<file path="config.mk">
export PLATFORM = sky130hd
export DESIGN_NAME = prot_timer_bank
export DESIGN_NICKNAME = d
export VERILOG_FILES = /design/src/rtl/ptb_pkg.sv /design/src/rtl/ptb_tick.sv /design/src/rtl/ptb_scan.sv /design/src/rtl/ptb_engine.sv /design/src/rtl/ptb_chan.sv /design/src/rtl/prot_timer_bank.sv
export SDC_FILE = /design/constraint.sdc
export NUM_CORES = 1
export LEC_CHECK = 0
export ABC_AREA = 1
export BUFFER_PORTS_ARGS = -buffer_cell sky130_fd_sc_hd__buf_2
export CAP_MARGIN = 20
export CORE_MARGIN = 3
export CORE_UTILIZATION = 50
export DETAILED_ROUTE_END_ITERATION = 10
export PLACE_DENSITY = 0.68
export SYNTH_ARGS = -nofsm -noshare
export SYNTH_HDL_FRONTEND = slang
export SYNTH_HIERARCHICAL = 1
export SYNTH_SLANG_ARGS = --single-unit
</file>
<file path="constraint.sdc">
create_clock -name clk_i -period 6.6 [get_ports clk_i]
set_input_delay 0 -clock clk_i [delete_from_list [all_inputs] [get_ports clk_i]]
set_output_delay 0 -clock clk_i [all_outputs]
set_load 0.05 [all_outputs]
</file>
<file path="src/rtl/ptb_pkg.sv">
package ptb_pkg;

  // number of chained count registers per channel
  function automatic int unsigned ch_regs(int unsigned c, int unsigned n_ch,
                                          int unsigned n_mul, int unsigned n_long,
                                          int unsigned sc_regs);
    if (c == n_ch - 1)            return sc_regs;
    else if (c < n_mul + n_long)  return 2;
    else                          return 1;
  endfunction

endpackage

</file>
<file path="src/rtl/ptb_tick.sv">
module ptb_tick #(
  parameter int unsigned DIV = 98700
) (
  input  logic clk_i,
  input  logic rst_ni,
  output logic tick_o
);
  localparam int unsigned DW = (DIV > 1) ? $clog2(DIV) : 1;

  logic [DW-1:0] div_q;

  assign tick_o = (div_q == DW'(DIV - 1));

  always_ff @(posedge clk_i or negedge rst_ni) begin
    if (!rst_ni)     div_q <= '0;
    else if (tick_o) div_q <= '0;
    else             div_q <= div_q + 1'b1;
  end

endmodule

</file>
<file path="src/rtl/ptb_scan.sv">
module ptb_scan #(
  parameter int unsigned N_CH = 17
) (
  input  logic                    clk_i,
  input  logic                    rst_ni,
  input  logic                    tick_i,
  output logic                    act_o,
  output logic [$clog2(N_CH)-1:0] slot_o
);
  localparam int unsigned SW = $clog2(N_CH);

  logic          act_q;
  logic [SW-1:0] slot_q;

  always_ff @(posedge clk_i or negedge rst_ni) begin
    if (!rst_ni) begin
      act_q  <= 1'b0;
      slot_q <= '0;
    end else if (tick_i) begin
      act_q  <= 1'b1;
      slot_q <= '0;
    end else if (act_q) begin
      if (slot_q == SW'(N_CH - 1)) act_q  <= 1'b0;
      else                         slot_q <= slot_q + 1'b1;
    end
  end

  assign act_o  = act_q;
  assign slot_o = slot_q;

  // a sweep must finish before the next tick
  AST_TICK_IDLE: assert property (@(posedge clk_i) disable iff (!rst_ni)
    tick_i |-> !act_q);
  AST_SLOT_RANGE: assert property (@(posedge clk_i) disable iff (!rst_ni)
    act_q |-> (slot_q <= SW'(N_CH - 1)));

endmodule

</file>
<file path="src/rtl/ptb_engine.sv">
module ptb_engine #(
  parameter int unsigned REG_W   = 8,
  parameter int unsigned SC_REGS = 3,
  localparam int unsigned CW     = REG_W * SC_REGS,
  localparam int unsigned NR_W   = $clog2(SC_REGS + 1)
) (
  input  logic [CW-1:0]   cnt_i,
  input  logic [CW-1:0]   term_i,
  input  logic [NR_W-1:0] nregs_i,
  input  logic            run_i,
  input  logic            rst_i,
  input  logic            ro_i,
  output logic [CW-1:0]   cnt_o,
  output logic            ro_o
);
  logic [CW-1:0] inc;
  logic          cy;

  // byte-wise ripple: upper register steps on carry out of the lower one
  always_comb begin
    inc = '0;
    cy  = 1'b1;
    for (int b = 0; b < int'(SC_REGS); b++) begin
      {cy, inc[b*REG_W +: REG_W]} = {1'b0, cnt_i[b*REG_W +: REG_W]} + {{REG_W{1'b0}}, cy};
      if (b >= int'(nregs_i)) inc[b*REG_W +: REG_W] = '0;
    end
  end

  always_comb begin
    cnt_o = cnt_i;
    ro_o  = ro_i;
    if (rst_i) begin
      cnt_o = '0;
      ro_o  = 1'b0;
    end else if (run_i && !ro_i) begin
      if (term_i == '0 || inc >= term_i) begin
        cnt_o = term_i;
        ro_o  = 1'b1;
      end else begin
        cnt_o = inc;
      end
    end
  end

endmodule

</file>
<file path="src/rtl/ptb_chan.sv">
module ptb_chan #(
  parameter int unsigned BW = 8
) (
  input  logic          clk_i,
  input  logic          rst_ni,
  input  logic          svc_i,
  input  logic          rst_req_i,
  input  logic [BW-1:0] cnt_nxt_i,
  input  logic          ro_nxt_i,
  output logic          rst_eff_o,
  output logic [BW-1:0] cnt_o,
  output logic          ro_o
);
  logic [BW-1:0] cnt_q;
  logic          ro_q;
  logic          pend_q;

  // a request in the visit cycle is taken by that visit
  assign rst_eff_o = pend_q | rst_req_i;

  always_ff @(posedge clk_i or negedge rst_ni) begin
    if (!rst_ni) begin
      cnt_q  <= '0;
      ro_q   <= 1'b0;
      pend_q <= 1'b0;
    end else begin
      pend_q <= svc_i ? 1'b0 : rst_eff_o;
      if (svc_i) begin
        cnt_q <= cnt_nxt_i;
        ro_q  <= ro_nxt_i;
      end
    end
  end

  assign cnt_o = cnt_q;
  assign ro_o  = ro_q;

endmodule

</file>
<file path="src/rtl/prot_timer_bank.sv">
module prot_timer_bank #(
  parameter int unsigned N_CH     = 17,
  parameter int unsigned N_MUL    = 2,
  parameter int unsigned N_LONG   = 2,
  parameter int unsigned REG_W    = 8,
  parameter int unsigned SC_REGS  = 3,
  parameter int unsigned MUL_W    = 4,
  parameter int unsigned TICK_DIV = 98700,
  parameter logic [N_CH-1:0][31:0] TERM_TBL = {
    32'd612766,
    32'd15, 32'd5, 32'd25, 32'd122, 32'd101, 32'd31,
    32'd71, 32'd10, 32'd122, 32'd46, 32'd46, 32'd51,
    32'd55724, 32'd2786,
    32'd10, 32'd5
  }
) (
  input  logic                        clk_i,
  input  logic                        rst_ni,
  input  logic [N_CH-1:0]             run_i,
  input  logic [N_CH-1:0]             rst_req_i,
  input  logic [N_MUL-1:0][MUL_W-1:0] mult_i,
  output logic [N_CH-1:0]             runout_o
);
  localparam int unsigned CW   = REG_W * SC_REGS;
  localparam int unsigned SW   = $clog2(N_CH);
  localparam int unsigned NR_W = $clog2(SC_REGS + 1);

  logic                       tick;
  logic                       act;
  logic [SW-1:0]              slot;
  logic [N_CH-1:0]            svc;
  logic [N_CH-1:0]            rst_eff;
  logic [N_CH-1:0][CW-1:0]    cnt_all;
  logic [N_CH-1:0][CW-1:0]    term_all;
  logic [N_CH-1:0][NR_W-1:0]  nregs_all;

  logic [CW-1:0]   cnt_sel, term_sel, cnt_nxt;
  logic [NR_W-1:0] nregs_sel;
  logic            run_sel, rst_sel, ro_sel, ro_nxt;

  ptb_tick #(.DIV(TICK_DIV)) u_tick (
    .clk_i  (clk_i),
    .rst_ni (rst_ni),
    .tick_o (tick)
  );

  ptb_scan #(.N_CH(N_CH)) u_scan (
    .clk_i  (clk_i),
    .rst_ni (rst_ni),
    .tick_i (tick),
    .act_o  (act),
    .slot_o (slot)
  );

  for (genvar c = 0; c < N_CH; c++) begin : g_ch
    localparam int unsigned NR = ptb_pkg::ch_regs(c, N_CH, N_MUL, N_LONG, SC_REGS);
    localparam int unsigned BW = NR * REG_W;

    assign svc[c]       = act && (slot == SW'(c));
    assign nregs_all[c] = NR_W'(NR);

    if (c < N_MUL) begin : g_mul
      assign term_all[c] = TERM_TBL[c][CW-1:0] * {{(CW-MUL_W){1'b0}}, mult_i[c]};
    end else begin : g_fix
      assign term_all[c] = TERM_TBL[c][CW-1:0];
    end

    ptb_chan #(.BW(BW)) u_chan (
      .clk_i     (clk_i),
      .rst_ni    (rst_ni),
      .svc_i     (svc[c]),
      .rst_req_i (rst_req_i[c]),
      .cnt_nxt_i (cnt_nxt[BW-1:0]),
      .ro_nxt_i  (ro_nxt),
      .rst_eff_o (rst_eff[c]),
      .cnt_o     (cnt_all[c][BW-1:0]),
      .ro_o      (runout_o[c])
    );

    if (BW < CW) begin : g_pad
      assign cnt_all[c][CW-1:BW] = '0;
    end

    AST_RO_AT_SLOT: assert property (@(posedge clk_i) disable iff (!rst_ni)
      $rose(runout_o[c]) |-> $past(act && slot == SW'(c)));
    AST_RO_HOLD: assert property (@(posedge clk_i) disable iff (!rst_ni)
      (runout_o[c] && !(svc[c] && rst_eff[c])) |=> runout_o[c]);
    AST_RST_CLEARS: assert property (@(posedge clk_i) disable iff (!rst_ni)
      (svc[c] && rst_eff[c]) |=> (!runout_o[c] && cnt_all[c] == '0));
    AST_RST_PRIO: assert property (@(posedge clk_i) disable iff (!rst_ni)
      (svc[c] && rst_eff[c] && run_i[c]) |=> (cnt_all[c] == '0));
    AST_IDLE_STABLE: assert property (@(posedge clk_i) disable iff (!rst_ni)
      !(act && slot == SW'(c)) |=> $stable(cnt_all[c]));
  end

  // channel mux into the shared engine
  always_comb begin
    cnt_sel   = '0;
    term_sel  = '0;
    nregs_sel = '0;
    run_sel   = 1'b0;
    rst_sel   = 1'b0;
    ro_sel    = 1'b0;
    for (int c = 0; c < int'(N_CH); c++) begin
      if (slot == SW'(c)) begin
        cnt_sel   = cnt_all[c];
        term_sel  = term_all[c];
        nregs_sel = nregs_all[c];
        run_sel   = run_i[c];
        rst_sel   = rst_eff[c];
        ro_sel    = runout_o[c];
      end
    end
  end

  ptb_engine #(.REG_W(REG_W), .SC_REGS(SC_REGS)) u_eng (
    .cnt_i   (cnt_sel),
    .term_i  (term_sel),
    .nregs_i (nregs_sel),
    .run_i   (run_sel),
    .rst_i   (rst_sel),
    .ro_i    (ro_sel),
    .cnt_o   (cnt_nxt),
    .ro_o    (ro_nxt)
  );

  AST_TERM_FITS: assert property (@(posedge clk_i) disable iff (!rst_ni)
    act |-> ((term_sel >> (int'(nregs_sel) * REG_W)) == '0));
  AST_NO_OVERFLOW: assert property (@(posedge clk_i) disable iff (!rst_ni)
    (act && run_sel && !rst_sel && !ro_sel) |-> (ro_nxt || cnt_nxt > cnt_sel));

endmodule

</file>
* Word-level counts from Yosys, hierarchy flattened *
Cells that the tools add are included.

word-level totals
  bits in registers = 241
  word-level logic and storage cells = 259
  bits of input ports = 44

operators by class
  muxes and demuxes = 135
  bitwise logic cells = 17
  equal/unequal tests = 18
  $mul = 2
  $lt $le $gt $ge = 4
  reduce and logical (&&, ||, !) cells = 24
  add/subtract/negate cells = 5

operator list
  operator                                                            count
  24-bit two-way mux                                                  35
  1-bit two-way mux                                                   74
  5-bit by 4-bit == test with 1-bit output (second input constant)    8
  2-bit two-way mux                                                   17
  24-bit greater-or-equal comparator                                  1
  24-bit logical NOT                                                  1
  8-bit two-way mux                                                   3
  5-bit by 3-bit == test with 1-bit output (second input constant)    4
  1-bit logical AND                                                   18
  17-bit by 1-bit adder with 17-bit output (second input constant)    1
  17-bit == test (second input constant)                              1
  17-bit two-way mux                                                  1
  1-bit bitwise OR                                                    17
  16-bit two-way mux                                                  1
  5-bit two-way mux                                                   3
  3-bit by 4-bit multiplier with 7-bit output (first input constant)  2
  5-bit by 2-bit == test with 1-bit output (second input constant)    2
  8-bit by 1-bit adder with 9-bit output                              1
  8-bit by 1-bit adder with 9-bit output (second input constant)      1
  8-bit by 1-bit adder with 8-bit output                              1
  7-bit two-way mux                                                   1
  5-bit by 1-bit adder with 5-bit output (second input constant)      1
  5-bit by 1-bit == test with 1-bit output (second input constant)    1
  5-bit == test (second input constant)                               1
  8 further kinds                                                     9

* Logic depth before layout (Yosys ltp) *
Gate-level depths: netlist (run 1).

  depth after elaboration = 27
  mapped depth = 52

* Cells and area by module *
Netlist (run 1), hierarchy kept.

by module, submodules not included
  module                          cells an instance  times used  area each (sq um)
  ptb_chan (g_ch[10].u_chan ...)  42                 12          377.9
  ptb_chan (g_ch[0].u_chan ...)   76                 4           716.9
  prot_timer_bank                 515                1           2,536.2
  ptb_engine                      413                1           2,015.7
  ptb_chan (g_ch[16].u_chan)      110                1           1,019.7
  ptb_tick                        135                1           943.4
  ptb_scan                        40                 1           356.6

* Worst setup path before layout (run 1) *
OpenSTA, ideal clock, no wires.

  path kind = flip-flop to flip-flop
  start point = register u_scan.slot_q[2] (netlist: u_scan/slot_o[2])
  end point = register g_ch[0].u_chan.cnt_q[7]
  setup slack = 0.643 ns
  data arrival time = 5.890 ns
  setup time = 0.067 ns
  cell stages (with the launch flop) = 48
  path buffers = 2
  data required time = 6.533 ns
  path through = dfrtp_1 > inv_1 > nor2_2 > inv_2 > nor2_1 > buf_2 > nand2_1 > nand3_1 > nand2_1 > nand2_1 > nand2_1 > nand2_1 > nand2_1 > nand4_1 > ha_1 > nand2_1 > inv_1 > nand2_1 > [12 not listed] > nand3_1 > nor2_1 > nand3_1 > o21ai_0 > nand3_1 > inv_1 > ha_1 > a21o_1 > nor2_1 > nand2_1 > nor2_4 > nand3_4 > buf_6 > nand2_1 > nand3_1 > a21oi_1 > nand2_1 > nand2_1

between the ends
  cells in the longest elaborated chain, start to end = 27
  elaborated cells on any way between the ends = 137
  those cells by class = 3 x add/sub; 4 x order compare; 16 x eq/ne; 108 x mux; 6 x reduce/logical

RTL lines
  item                                        RTL line                RTL
  start, declared                             ptb_scan.sv:13          logic [SW-1:0] slot_q;
  start signal, assigned                      ptb_scan.sv:24          else slot_q <= slot_q + 1'b1;
  5-bit logical NOT                           prot_timer_bank.sv:105  if (slot == SW'(c)) begin
  16-bit two-way mux                          prot_timer_bank.sv:105
  24-bit two-way mux (15 in a row)            prot_timer_bank.sv:105
  24-bit two-way mux (*)                      prot_timer_bank.sv:105
  via cnt_sel[0]                              prot_timer_bank.sv:37   logic [CW-1:0] cnt_sel, term_sel, cnt_nxt;
  8-bit by 1-bit adder with 9-bit output (*)  ptb_engine.sv:24        {cy, inc[b*REG_W +: REG_W]} = {1'b0, cnt_i[b*REG_W +: REG_W]} + {{REG_W{1'b0}}, cy};
  8-bit by 1-bit adder with 9-bit output      ptb_engine.sv:24
  8-bit by 1-bit adder with 8-bit output      ptb_engine.sv:24
  8-bit two-way mux                           ptb_engine.sv:25        if (b >= int'(nregs_i)) inc[b*REG_W +: REG_W] = '0;
  24-bit greater-or-equal comparator          ptb_engine.sv:36        if (term_i == '0 || inc >= term_i) begin
  1-bit logical OR                            ptb_engine.sv:36
  24-bit two-way mux (*)                      ptb_engine.sv:36
  24-bit two-way mux (*)                      ptb_engine.sv:35        end else if (run_i && !ro_i) begin
  24-bit two-way mux (*)                      ptb_engine.sv:32        if (rst_i) begin
  via cnt_nxt[7]                              prot_timer_bank.sv:37
  end signal, assigned                        ptb_chan.sv:29          cnt_q <= cnt_nxt_i;
  end, declared                               ptb_chan.sv:14          logic [BW-1:0] cnt_q;

The timed path passes the listed nets; every way through them passes the cells marked *.
A chain may end at the register's enable or synchronous reset.

* Final worst setup path (run 1) *
  start point = register u_scan.slot_q[1] (netlist: u_scan/slot_o[1])
  end point = register g_ch[8].u_chan.cnt_q[0]

between the ends
  cells in the longest elaborated chain, start to end = 27
  elaborated cells on any way between the ends = 137
  those cells by class = 3 x add/sub; 4 x order compare; 16 x eq/ne; 108 x mux; 6 x reduce/logical

RTL lines
  item                                        RTL line
  5-bit logical NOT                           prot_timer_bank.sv:105
  16-bit two-way mux                          prot_timer_bank.sv:105
  24-bit two-way mux (15 in a row)            prot_timer_bank.sv:105
  24-bit two-way mux (*)                      prot_timer_bank.sv:105
  via cnt_sel[1]                              prot_timer_bank.sv:37
  8-bit by 1-bit adder with 9-bit output (*)  ptb_engine.sv:24
  8-bit by 1-bit adder with 9-bit output      ptb_engine.sv:24
  8-bit by 1-bit adder with 8-bit output      ptb_engine.sv:24
  8-bit two-way mux                           ptb_engine.sv:25
  24-bit greater-or-equal comparator (*)      ptb_engine.sv:36
  1-bit logical OR (*)                        ptb_engine.sv:36
  24-bit two-way mux (*)                      ptb_engine.sv:36
  24-bit two-way mux (*)                      ptb_engine.sv:35
  24-bit two-way mux (*)                      ptb_engine.sv:32
  via cnt_nxt[0]                              prot_timer_bank.sv:37
  end signal, assigned                        ptb_chan.sv:29
  end, declared                               ptb_chan.sv:14

Marked as above.

==> impl_results.md, run 1 <==
- Global Route Usage Sum: between 20% and 30%
- Sequential-to-total area share from yosys stat: ~42%
- Total CTS buffers: 27
- Finished Layout Cells: 2589
- Row count: 61
- Worst slew pin tran: 1.25 ns
- Root Buffer: clkbuf_16
- Clk sinks: 241
- Period minus WS final: approximately 6.3 ns
- CTS tree: done
- Yosys Warn Count: 6
- Max cap viols: 0
- Leakage: 8.55 nW
- Share of the synthesized area in the top cell type: a little over two fifths
- Number of synthesized flops with an enable pin: 0
- Cell taking the most area after synthesis: dfrtp_1
- Post-DR vias/cell: 5.35
- Drc violations: 0
- Total Neg Setup Slack: 0 ns
- Most frequent cells in the layout: 901 x nand2_1, 237 x dfrtp_1, 183 x inv_1
- Layout cells sized above 1: 16.8%
- GRT met2 Usage: roughly 46%
- Commonest non-fill, non-tap cell in the layout: nand2_1
- Port Buf Inserts: 60
- CP startpoint kind: register
- Fin. Hold Viols: 0
- Cell count after synthesis: 2021
- Met3 Usage GRT: 3.82%
- Synthesis-to-finish area growth: 19.9%
- Placed cell count: 2478
- Die X-Extent: 175 um
- Avg Cell Area, Syn: 7.06 um^2
- DR iter-0 viols: about 1500
- GPL Wtd Cong: 0.932
- Arr. time, crit path: 6.81 ns
- Vias in the first global route: 13100
- Most common cell on crit path: nand2_1
- Top post-synthesis cells by area: dfrtp_1 42%, nand2_1 24%, nor2_1 5.1%
- Nets: 2276
- Slew Limit Fails: 0
- Relative slew margins: 16.7%
- Synthesis-stage register bit count: approximately 240
- Critical-path top delay cell: dfrtp_2
- Fin util: 61.2%
- Hold Crit Class: in -> async
- Antenna Cells: 0
- Clock transition at path regs: around 0.06 ns
- Data required, critical path: slightly above 7 ns
- Count of cell types in the netlist: 48
- Critical path type: reg -> reg
- Period utilization: 95.8%
- Global-route met1 utilization: between 30% and 40%
- Synthesized cell area: 14300 um^2
- Clock Path Buffers: 3
- # setup viols final: 0
- Crit end category: register
- Worst vdd ir: ~210 uV
- Core area: 27900 um^2
- Fmax: approximately 160 MHz
- Most Used Layer, Global Route: met2
- Post-route ant nets: 0
- Drt first pass iters: 6
- Num ports: 61
- Drt wl/cell: 17.4 um
- Status: finished, final reports clean
- Grt ovf: 0
- Largest net degree at the start of global routing: 146
- Die area: roughly 30000 um^2
- Async set-reset flop share out of synthesis: between 90% and 100%
- Initial core utilization: just over 50%
- Final Skew: approximately 0.019 ns
- First-pass GRT wire length: 69.4 mm
- Clk_lat worst skew: 0.56 ns
- Power Density: roughly 190 nW/um^2
- Die Y: 175 um
- Primary FF master, synth: dfrtp_1
- Drt total wl: 45.0 mm
- Worst-path fanout max: 12
- HPWL after detailed placement: 29.8 mm
- H-tree Lvls: 1
- Total number of vias: 13800
- Initial antenna violation count: 0
- Max stage delay on crit path: approximately 0.47 ns
==> metal layers <==
layer | vias up | share of wire, %
li1 | 6622 | -
met1 | 6480 | 42
met2 | 595 | 46
met3 | 142 | 7.5
met4 | 0 | 4.8
met5 | - | 0
==> what timing repair did <==
| item | 4_1_cts | 5_1_grt |
|---|---|---|
| hold endpoints to repair | 113 | 0 |
| gates resized for setup | 2 | 130 |
| setup endpoints to repair | 172 | 201 |
| pin swaps | 0 | 43 |
| hold buffers | 18 | 0 |
| cloned | 0 | 12 |
| buffers inserted | 0 | 31 |
==> path summary, 6_finish.rpt <==
| path | startpoint | end | slack (ns) | cells after the start |
|---|---|---|---|---|
| max reg2reg | u_scan/slot_o[1] | g_ch[8].u_chan/cnt_o[0] | 0.28 | 50 |
| min | rst_ni | g_ch[2].u_chan/cnt_o[12] | 0.08 | 2 |
| min reg2reg | g_ch[7].u_chan/cnt_o[5] | g_ch[7].u_chan/cnt_o[5] | 0.46 | 2 |
| max in group asynchronous | rst_ni | u_scan/slot_o[4] | 5.21 | 3 |
| max | u_scan/slot_o[1] | g_ch[8].u_chan/cnt_o[0] | 0.28 | 50 |
| min in group clk_i | rst_req_i[4] | g_ch[4].u_chan/pend_q | 0.21 | 4 |
==> area by class of cell <==
cell class                      instances  area [um^2]
Fill cell                            2613        10800
Multi-Input combinational cell       1522         7280
Sequential cell                       241         6040
Timing Repair Buffer                  181         1490
Inverter                              217          882
Clock buffer                           34          732
Tap cell                              378          473
Clock inverter                         16          214
==> registers in the layout, summed over array words and instances (netlist names) <==
signal              cells
g_ch.u_chan/cnt_o     184
g_ch.u_chan/pend_q     17
g_ch.u_chan/ro_o       17
u_tick/div_q           17
u_scan/slot_o           5
u_scan/act_o            1
==> critical path, delay by kind of cell, from the launching register on <==
kind / cells / cell delay (ns)
AOI/OAI and AO/OA: 2 / 0.39
adders and majority gates: 6 / 1.18
buffers and inverters: 8 / 0.92
DFF: 1 / 0.47
and+or+nand+nor: 34 / 3.25
==> per-stage QoR <==
step / cell area [um^2] / worst slack, ns / power (mW) / hold WS [ns]
after floorplan: 14300 / 0.643 / 1.54 / -0.296
final: 17100 / 0.278 / 3.18 / 0.0818
after CTS: 16300 / 0.0114 / 3.20 / 0.114
after global placement: 15100 / 0.0787 / 1.59 / 0.0960
after global routing: 17100 / -0.0956 / 3.28 / 0.163
after detailed placement: 15100 / -0.129 / 1.59 / 0.0941
==> logic make-up (layout without fill, tap and decap cells) <==
| kind of cell | after synthesis | count (layout) | synth area share (%) |
|---|---|---|---|
| and+or+nand+nor | 1312 | 1314 | 37.6 |
| buffers and inverters | 278 | 448 | 9.74 |
| adders and majority gates | 42 | 42 | 3.79 |
| AOI/OAI and AO/OA | 140 | 140 | 6.13 |
| other | 1 | 19 | 0.0263 |
| DFF | 241 | 241 | 42.3 |
| xor gates and xnor gates | 7 | 7 | 0.430 |
==> cells in the mapped netlist (all sizes together) (2+ instances only) <==
library cell / instances
dfrtp: 241
clkbuf: 16
nor3: 11
xor2: 4
a21o: 2
a221o: 3
xnor2: 3
nand3: 70
clkinv: 5
nor2: 203
a2111oi: 2
inv: 211
o22ai: 3
a22o: 4
a221oi: 22
o31ai: 4
fa: 2
o221ai: 4
o21ai: 37
buf: 45
nand2: 949
a21oi: 51
o21bai: 3
or2: 31
nand4: 47
a211oi: 2
ha: 40
==> power by group <==
| part | leakage, nW | switching [mW] | internal (mW) |
|---|---|---|---|
| sequential | 2.21 | 0.0000000000000000599 | 1.48 |
| clock | 0.458 | 0.654 | 0.951 |
| combinational | 5.89 | 0.0657 | 0.0339 |
| total | 8.55 | 0.720 | 2.46 |
Note: power is estimated with default switching activity, not from simulation.
==> inputs of run 2 (changes only) <==
--- a/config.mk
+++ b/config.mk
@@ -5,7 +5,6 @@
 export SDC_FILE = /design/constraint.sdc
 export NUM_CORES = 1
 export LEC_CHECK = 0
-export ABC_AREA = 1
 export BUFFER_PORTS_ARGS = -buffer_cell sky130_fd_sc_hd__buf_2
 export CAP_MARGIN = 20
 export CORE_MARGIN = 3
==> run 2 against run 1 <==
- cell count fell by 21%
- maximum frequency shrank 1.9%
- worst hold slack gained 0.12 ns
- global-route usage fell by 0.13 points
- highest routed layer unchanged
==> impl_results.md, run 2 <==
- Relative slew margins: 31.3%
- Clk pwr share: 50.7%
- Largest net degree at the start of global routing: 180
- Worst slew pin tran: 1.03 ns
- Sw frac: a little under a quarter
- Drc violations: 0
- Synthesized cell area: 15400 um^2
- Crit Reg-Reg Startpoint: u_scan/slot_o[2]
- Critical path type: reg -> reg
- Primary FF master, synth: dfrtp_1
- Final Cell Area: between 15000 and 20000 um^2
- Commonest non-fill, non-tap cell in the layout: dfrtp_1
- Drt first pass iters: 6
- Number of synthesized flops with an enable pin: 0
- Cell taking the most area after synthesis: dfrtp_1
- Initial antenna violation count: 0
- Cell count after synthesis: 1427
- Data required, critical path: 7.09 ns
- Slew Limit Fails: 0
- Vias in the first global route: 12600
- Post-DR vias/cell: 6.12
- Most frequent cells in the layout: 237 x dfrtp_1, 164 x mux2_4, 140 x buf_4
- Reg2reg path depth: 34
- Critical-path top delay cell: or4_4
- Die Y: 181 um
- Leakage: 8.46 nW
- HP Start: rst_req_i[7]
- Total CTS buffers: 28
- Period utilization: 97.7%
- Top post-synthesis cells by area: dfrtp_1 39%, mux2_4 16%, ha_1 3.3%
- Synthesis-stage register bit count: about 240
- Top-count cell post-synth: dfrtp_1
- Layout cells sized above 1: 36.5%
- Clock transition at path regs: 0.06 ns
- Clk_lat worst skew: ~0.58 ns
- Die X-Extent: 181 um
- Avg Cell Area, Syn: 10.8 um^2
- Hold Crit Class: in -> reg
- Hold Path Depth: 3
- HPWL after detailed placement: 32.9 mm
- Logic pwr share: 3.7%
- Worst-path fanout max: 6
- Initial core utilization: 51.3%
- Sequential-to-total area share from yosys stat: 39.2%
- Drt wl/cell: 22.8 um
- Async set-reset flop share out of synthesis: 100%
- Root Buffer: clkbuf_16
- DR iter-0 viols: 1257
- Die area: 32900 um^2
- R2R Path End: g_ch[1].u_chan/cnt_o[10]
- Final Skew: between 0.03 and 0.04 ns
- Arr. time, crit path: 6.94 ns
- Total number of vias: around 12000
- H-tree Lvls: 1
- Clk sinks: 241
- Placed cell areas: 16900 um^2
- Clock Path Buffers: 3
- CP startpoint kind: register
- Net switching power figure: between 0.7 and 0.8 mW
- Antenna Cells: 0
- CTS tree: done
- Hold slack: 0.199 ns
- Share of the synthesized area in the top cell type: 39.2%
- Max FFs per register: 184
- Row count: 63
- GPL Wtd Cong: approximately 0.95
- Post-route ant nets: 0
- Nets: 1717
- First-pass GRT wire length: 73.6 mm
- Commonest cells post-synth: 241 x dfrtp_1, 164 x mux2_4, 125 x nor2_1
- Count of cell types in the netlist: 94
- Port Buf Inserts: 60
- Most common cell on crit path: buf_4
- Power Density: around 180 nW/um^2
- Worst reg2reg setup slack: 0.15 ns
- Period minus WS final: around 6.4 ns
- Core area: 30000 um^2
- Max cap viols: 0
- Worst vdd ir: between 150 and 200 uV
- Crit end category: register
- Num ports: 61
- Max stage delay on crit path: 0.53 ns
- Drt total wl: 46.6 mm
- P_int: 2.49 mW
- Finished Layout Cells: 2043
- Status: finished, final reports clean
- Fin. Hold Viols: 0
- End of the worst hold path: g_ch[7].u_chan/pend_q
- Seq pwr share: 45.6%
- Grt ovf: 0
- Fmax: between 150 and 200 MHz
- Global Route Usage Sum: 27.9%
- Yosys Warn Count: 6
- # setup viols final: 0
- Synthesis-to-finish area growth: 20.1%
- Placed cell count: 1951
==> run 2: power groups by stage <==
| stage | Clock, mW | Sequential, mW | Combinational, mW |
|---|---|---|---|
| after floorplan | 0 | 1.50 | 0.0418 |
| after detailed placement | 0 | 1.50 | 0.108 |
| final | 1.64 | 1.48 | 0.120 |
| after global placement | 0 | 1.50 | 0.107 |
| after CTS | 1.68 | 1.48 | 0.120 |
| after global routing | 1.73 | 1.48 | 0.135 |
==> run 2: final cells by class <==
type | count | area [um^2]
Clock buffer | 36 | 791
Clock inverter | 16 | 195
Fill cell | 2426 | 11500
Inverter | 41 | 154
Multi-Input combinational cell | 1079 | 8880
Sequential cell | 241 | 6040
Tap cell | 390 | 488
Timing Repair Buffer | 240 | 1930
==> run 2: worst max-delay path: cells and delay by family, from the launching register on <==
kind            cells  cell delay (ns)
xor+xnor            1             0.09
fa+ha+maj           5             0.85
mux                 1             0.14
simple gates       12             2.15
compound gates      8             1.53
flops               1             0.48
buf+inv             7             1.11
==> run 2: how the worst max path moves through the flow <==
stage	start	end	slack, ns
6_report	u_scan/slot_o[2]	g_ch[1].u_chan/cnt_o[10]	0.15
5_1_grt	u_scan/slot_o[2]	g_ch[16].u_chan/cnt_o[14]	-0.13
4_1_cts	u_scan/slot_o[1]	g_ch[1].u_chan/cnt_o[10]	0.005
3_5_place_dp	u_scan/slot_o[2]	g_ch[0].u_chan/cnt_o[10]	-0.13
3_3_place_gp	u_scan/slot_o[2]	g_ch[16].u_chan/cnt_o[15]	-0.05
2_1_floorplan	u_scan/slot_o[4]	g_ch[0].u_chan/cnt_o[7]	0.23
==> run 2: timing repair <==
item                                    CTS  global route
setup buffers                             3            16
gates resized for setup                   7            37
endpoints found under the setup margin  197           201
hold buffers                             20             0
hold endpoints to repair                 79             0
pin swaps                                 2            20
==> run 2: cells by family (layout without fill, tap and decap cells) <==
kind of cell,Yosys count,in the layout,synth area share [%]
AOI/OAI and AO/OA,314,314,14.3
xor gates and xnor gates,34,34,1.94
adders and majority gates,42,42,3.51
buffers and inverters,130,333,5.37
DFF,241,241,39.2
muxes,219,219,19.9
other,1,24,0.0244
and+or+nand+nor,446,446,15.7
==> run 2: metal layers <==
layer | GRT usage [%] | share of wire, % | wire (um) | vias to the layer above
met1 | 40.4 | 44 | 20600 | 6254
met5 | 0 | 0 | 0 | -
li1 | - | - | - | 5605
met4 | 8.14 | 3.1 | 1460 | 0
met3 | 3.81 | 7.1 | 3320 | 108
met2 | 43.8 | 46 | 21200 | 532
==> run 2: per-stage QoR <==
stage,utilization [%],power (mW),setup WS (ns),TNS [ns]
2_1_floorplan,-,1.55,0.225,0
3_3_place_gp,56.2,1.61,-0.0507,-0.595
3_5_place_dp,56.4,1.61,-0.127,-15.31
4_1_cts,60.6,3.27,0.00513,0
5_1_grt,61.7,3.34,-0.125,-6.70
6_report,61.7,3.24,0.153,0
==> inputs of run 3 (changes only) <==
--- a/config.mk
+++ b/config.mk
@@ -10,7 +10,7 @@
 export CORE_MARGIN = 3
 export CORE_UTILIZATION = 50
 export DETAILED_ROUTE_END_ITERATION = 10
-export PLACE_DENSITY = 0.68
+export PLACE_DENSITY = 0.63
 export SYNTH_ARGS = -nofsm -noshare
 export SYNTH_HDL_FRONTEND = slang
 export SYNTH_HIERARCHICAL = 1
==> run 3 against run 2 <==
- sequential cell count unchanged
- clock power down 2%
- via count up 0.26%
- die area unchanged
- count of clock-buffer cells in the layout up 3
- power down 1.6%
- worst setup slack better by 0.087 ns
- largest cell class unchanged
- largest power group unchanged
==> impl_results.md, run 3 (synthesis gave the netlist of run 2 again) <==
- Clock Path Buffers: 3
- Drt first pass iters: 6
- CTS tree: done
- Reg2reg path depth: 33
- Worst-path fanout max: 8
- Slew Limit Fails: 0
- Post-route ant nets: 0
- Critical-path top delay cell: o311ai_1
- CP startpoint kind: register
- Vias in the first global route: 12500
- Relative slew margins: 28.8%
- HPWL after detailed placement: 33.8 mm
- Max FFs per register: between 150 and 200
- Final Skew: between 0.02 and 0.025 ns
- Synthesis-to-finish area growth: 19.9%
- Die Y: between 150 and 200 um
- Post-place setup slack: -0.159 ns
- Status: finished, final reports clean
- Hold Crit Class: in -> async
- # setup viols final: 0
- Initial core utilization: 51.3%
- Row count: 63
- Crit end category: register
- Initial antenna violation count: 1
- Max stage delay on crit path: 0.63 ns
- Period minus WS final: 6.36 ns
- Most frequent cells in the layout: 238 x dfrtp_1, 164 x mux2_4, 149 x buf_4
- Met1 wire length: 21.7 mm
- Max cap viols: 0
- Total number of vias: 12500
- DR iter-0 viols: 1294
- Final Cell Area: 18400 um^2
- Leakage: 8.46 nW
- R2R Path End: g_ch[2].u_chan/cnt_o[15]
- Arr. time, crit path: 6.86 ns
- Drt total wl: 48.1 mm
- Placed cell areas: 17000 um^2
- Most common cell on crit path: buf_4
- Worst vdd ir: 194 uV
- Fmax: 157 MHz
- Layout cells sized above 1: a little over a third
- Drc violations: 0
- Crit Reg-Reg Startpoint: u_scan/slot_o[0]
- Worst slew pin tran: 1.04 ns
- H-tree Lvls: 1
- Clk_lat worst skew: 0.56 ns
- Register area: just over 6000 um^2
- Clock transition at path regs: approximately 0.070 ns
- Antenna Cells: 0
- Critical path type: reg -> reg
- Metal3 WL: 3.27 mm
- Total CTS buffers: 27
- Drt wl/cell: 23.5 um
- First-pass GRT wire length: ~75 mm
- Footprint of the multi-input gates: 8890 um^2
- DR top layer: met4
- Final setup margin: around 0.24 ns
- Met2 Wirelength: 21.6 mm
- Placed cell count: 1971
- Die X-Extent: between 150 and 200 um
- GPL Wtd Cong: just under 1
- Finished Layout Cells: 2046
- Grt ovf: 0
- Port Buf Inserts: 60
- Global Route Usage Sum: 28.5%
- Root Buffer: clkbuf_16
- Hold slack: 0.148 ns
- Total Neg Setup Slack: 0 ns
- Tot Pwr: between 3 and 4 mW
- Data required, critical path: between 7 and 8 ns
- Fin util: 61.6%
- Largest net degree at the start of global routing: 130
- Nets: 1723
- Die area: between 30000 and 40000 um^2
- Clk sinks: ~240
- Power Density: approximately 170 nW/um^2
- Commonest non-fill, non-tap cell in the layout: dfrtp_1
- Worst reg2reg setup slack: 0.24 ns
- Post-DR vias/cell: 6.13
- Layout fillers: 2500
- Period utilization: 96.4%
- Fin. Hold Viols: 0
- Core area: 30000 um^2
- Num ports: 61
[run 3: report_power, final]
part	switching [mW]	internal (mW)	total, mW
Combinational	0.0760	0.0401	0.116
Clock	0.638	0.958	1.60
Sequential	0.000000000000000102	1.48	1.48
Total	0.714	2.48	3.19
[run 3: worst max path at each step]
stage | slack, ns | from | to
finish | 0.24 | u_scan/slot_o[0] | g_ch[2].u_chan/cnt_o[15]
detailed placement | -0.16 | u_scan/slot_o[2] | g_ch[16].u_chan/ro_o
floorplan | 0.23 | u_scan/slot_o[4] | g_ch[0].u_chan/cnt_o[7]
CTS | 0.002 | u_scan/slot_o[1] | g_ch[9].u_chan/cnt_o[5]
global route | -0.07 | u_scan/slot_o[1] | g_ch[2].u_chan/cnt_o[15]
global placement | 0.003 | u_scan/slot_o[4] | g_ch[2].u_chan/ro_o
[run 3: timing repair]
item / 4_1_cts / 5_1_grt
hold buffers: 18 / 0
endpoints found under the hold margin: 145 / 0
resized for setup: 5 / 44
pin swaps: 3 / 23
buffers inserted: 0 / 9
setup endpoints to repair: 163 / 201
[run 3: layout make-up]
class | instances | area share (%)
flip-flops and latches | 241 | 32.7
well taps | 390 | 2.65
clock buffers | 39 | 4.34
inverters | 41 | 0.834
clock inverters | 9 | 0.760
repair buffers | 247 | 10.5
multi-input cells | 1079 | 48.2
[run 3: critical path, delay by kind of cell (launching register included)]
family                     cells  cell delay (ns)
AOI/OAI and AO/OA              7             1.88
and+or+nand+nor               13             1.70
buffers and inverters          6             0.99
adders and majority gates      5             0.96
DFF                            1             0.47
muxes                          1             0.14
xor gates and xnor gates       1             0.13
[run 3: per-layer routing]
layer	up-vias	GRT usage (%)
met5	-	0
met4	0	8.07
met3	88	3.79
met2	526	44.6
met1	6315	41.7
li1	5603	-
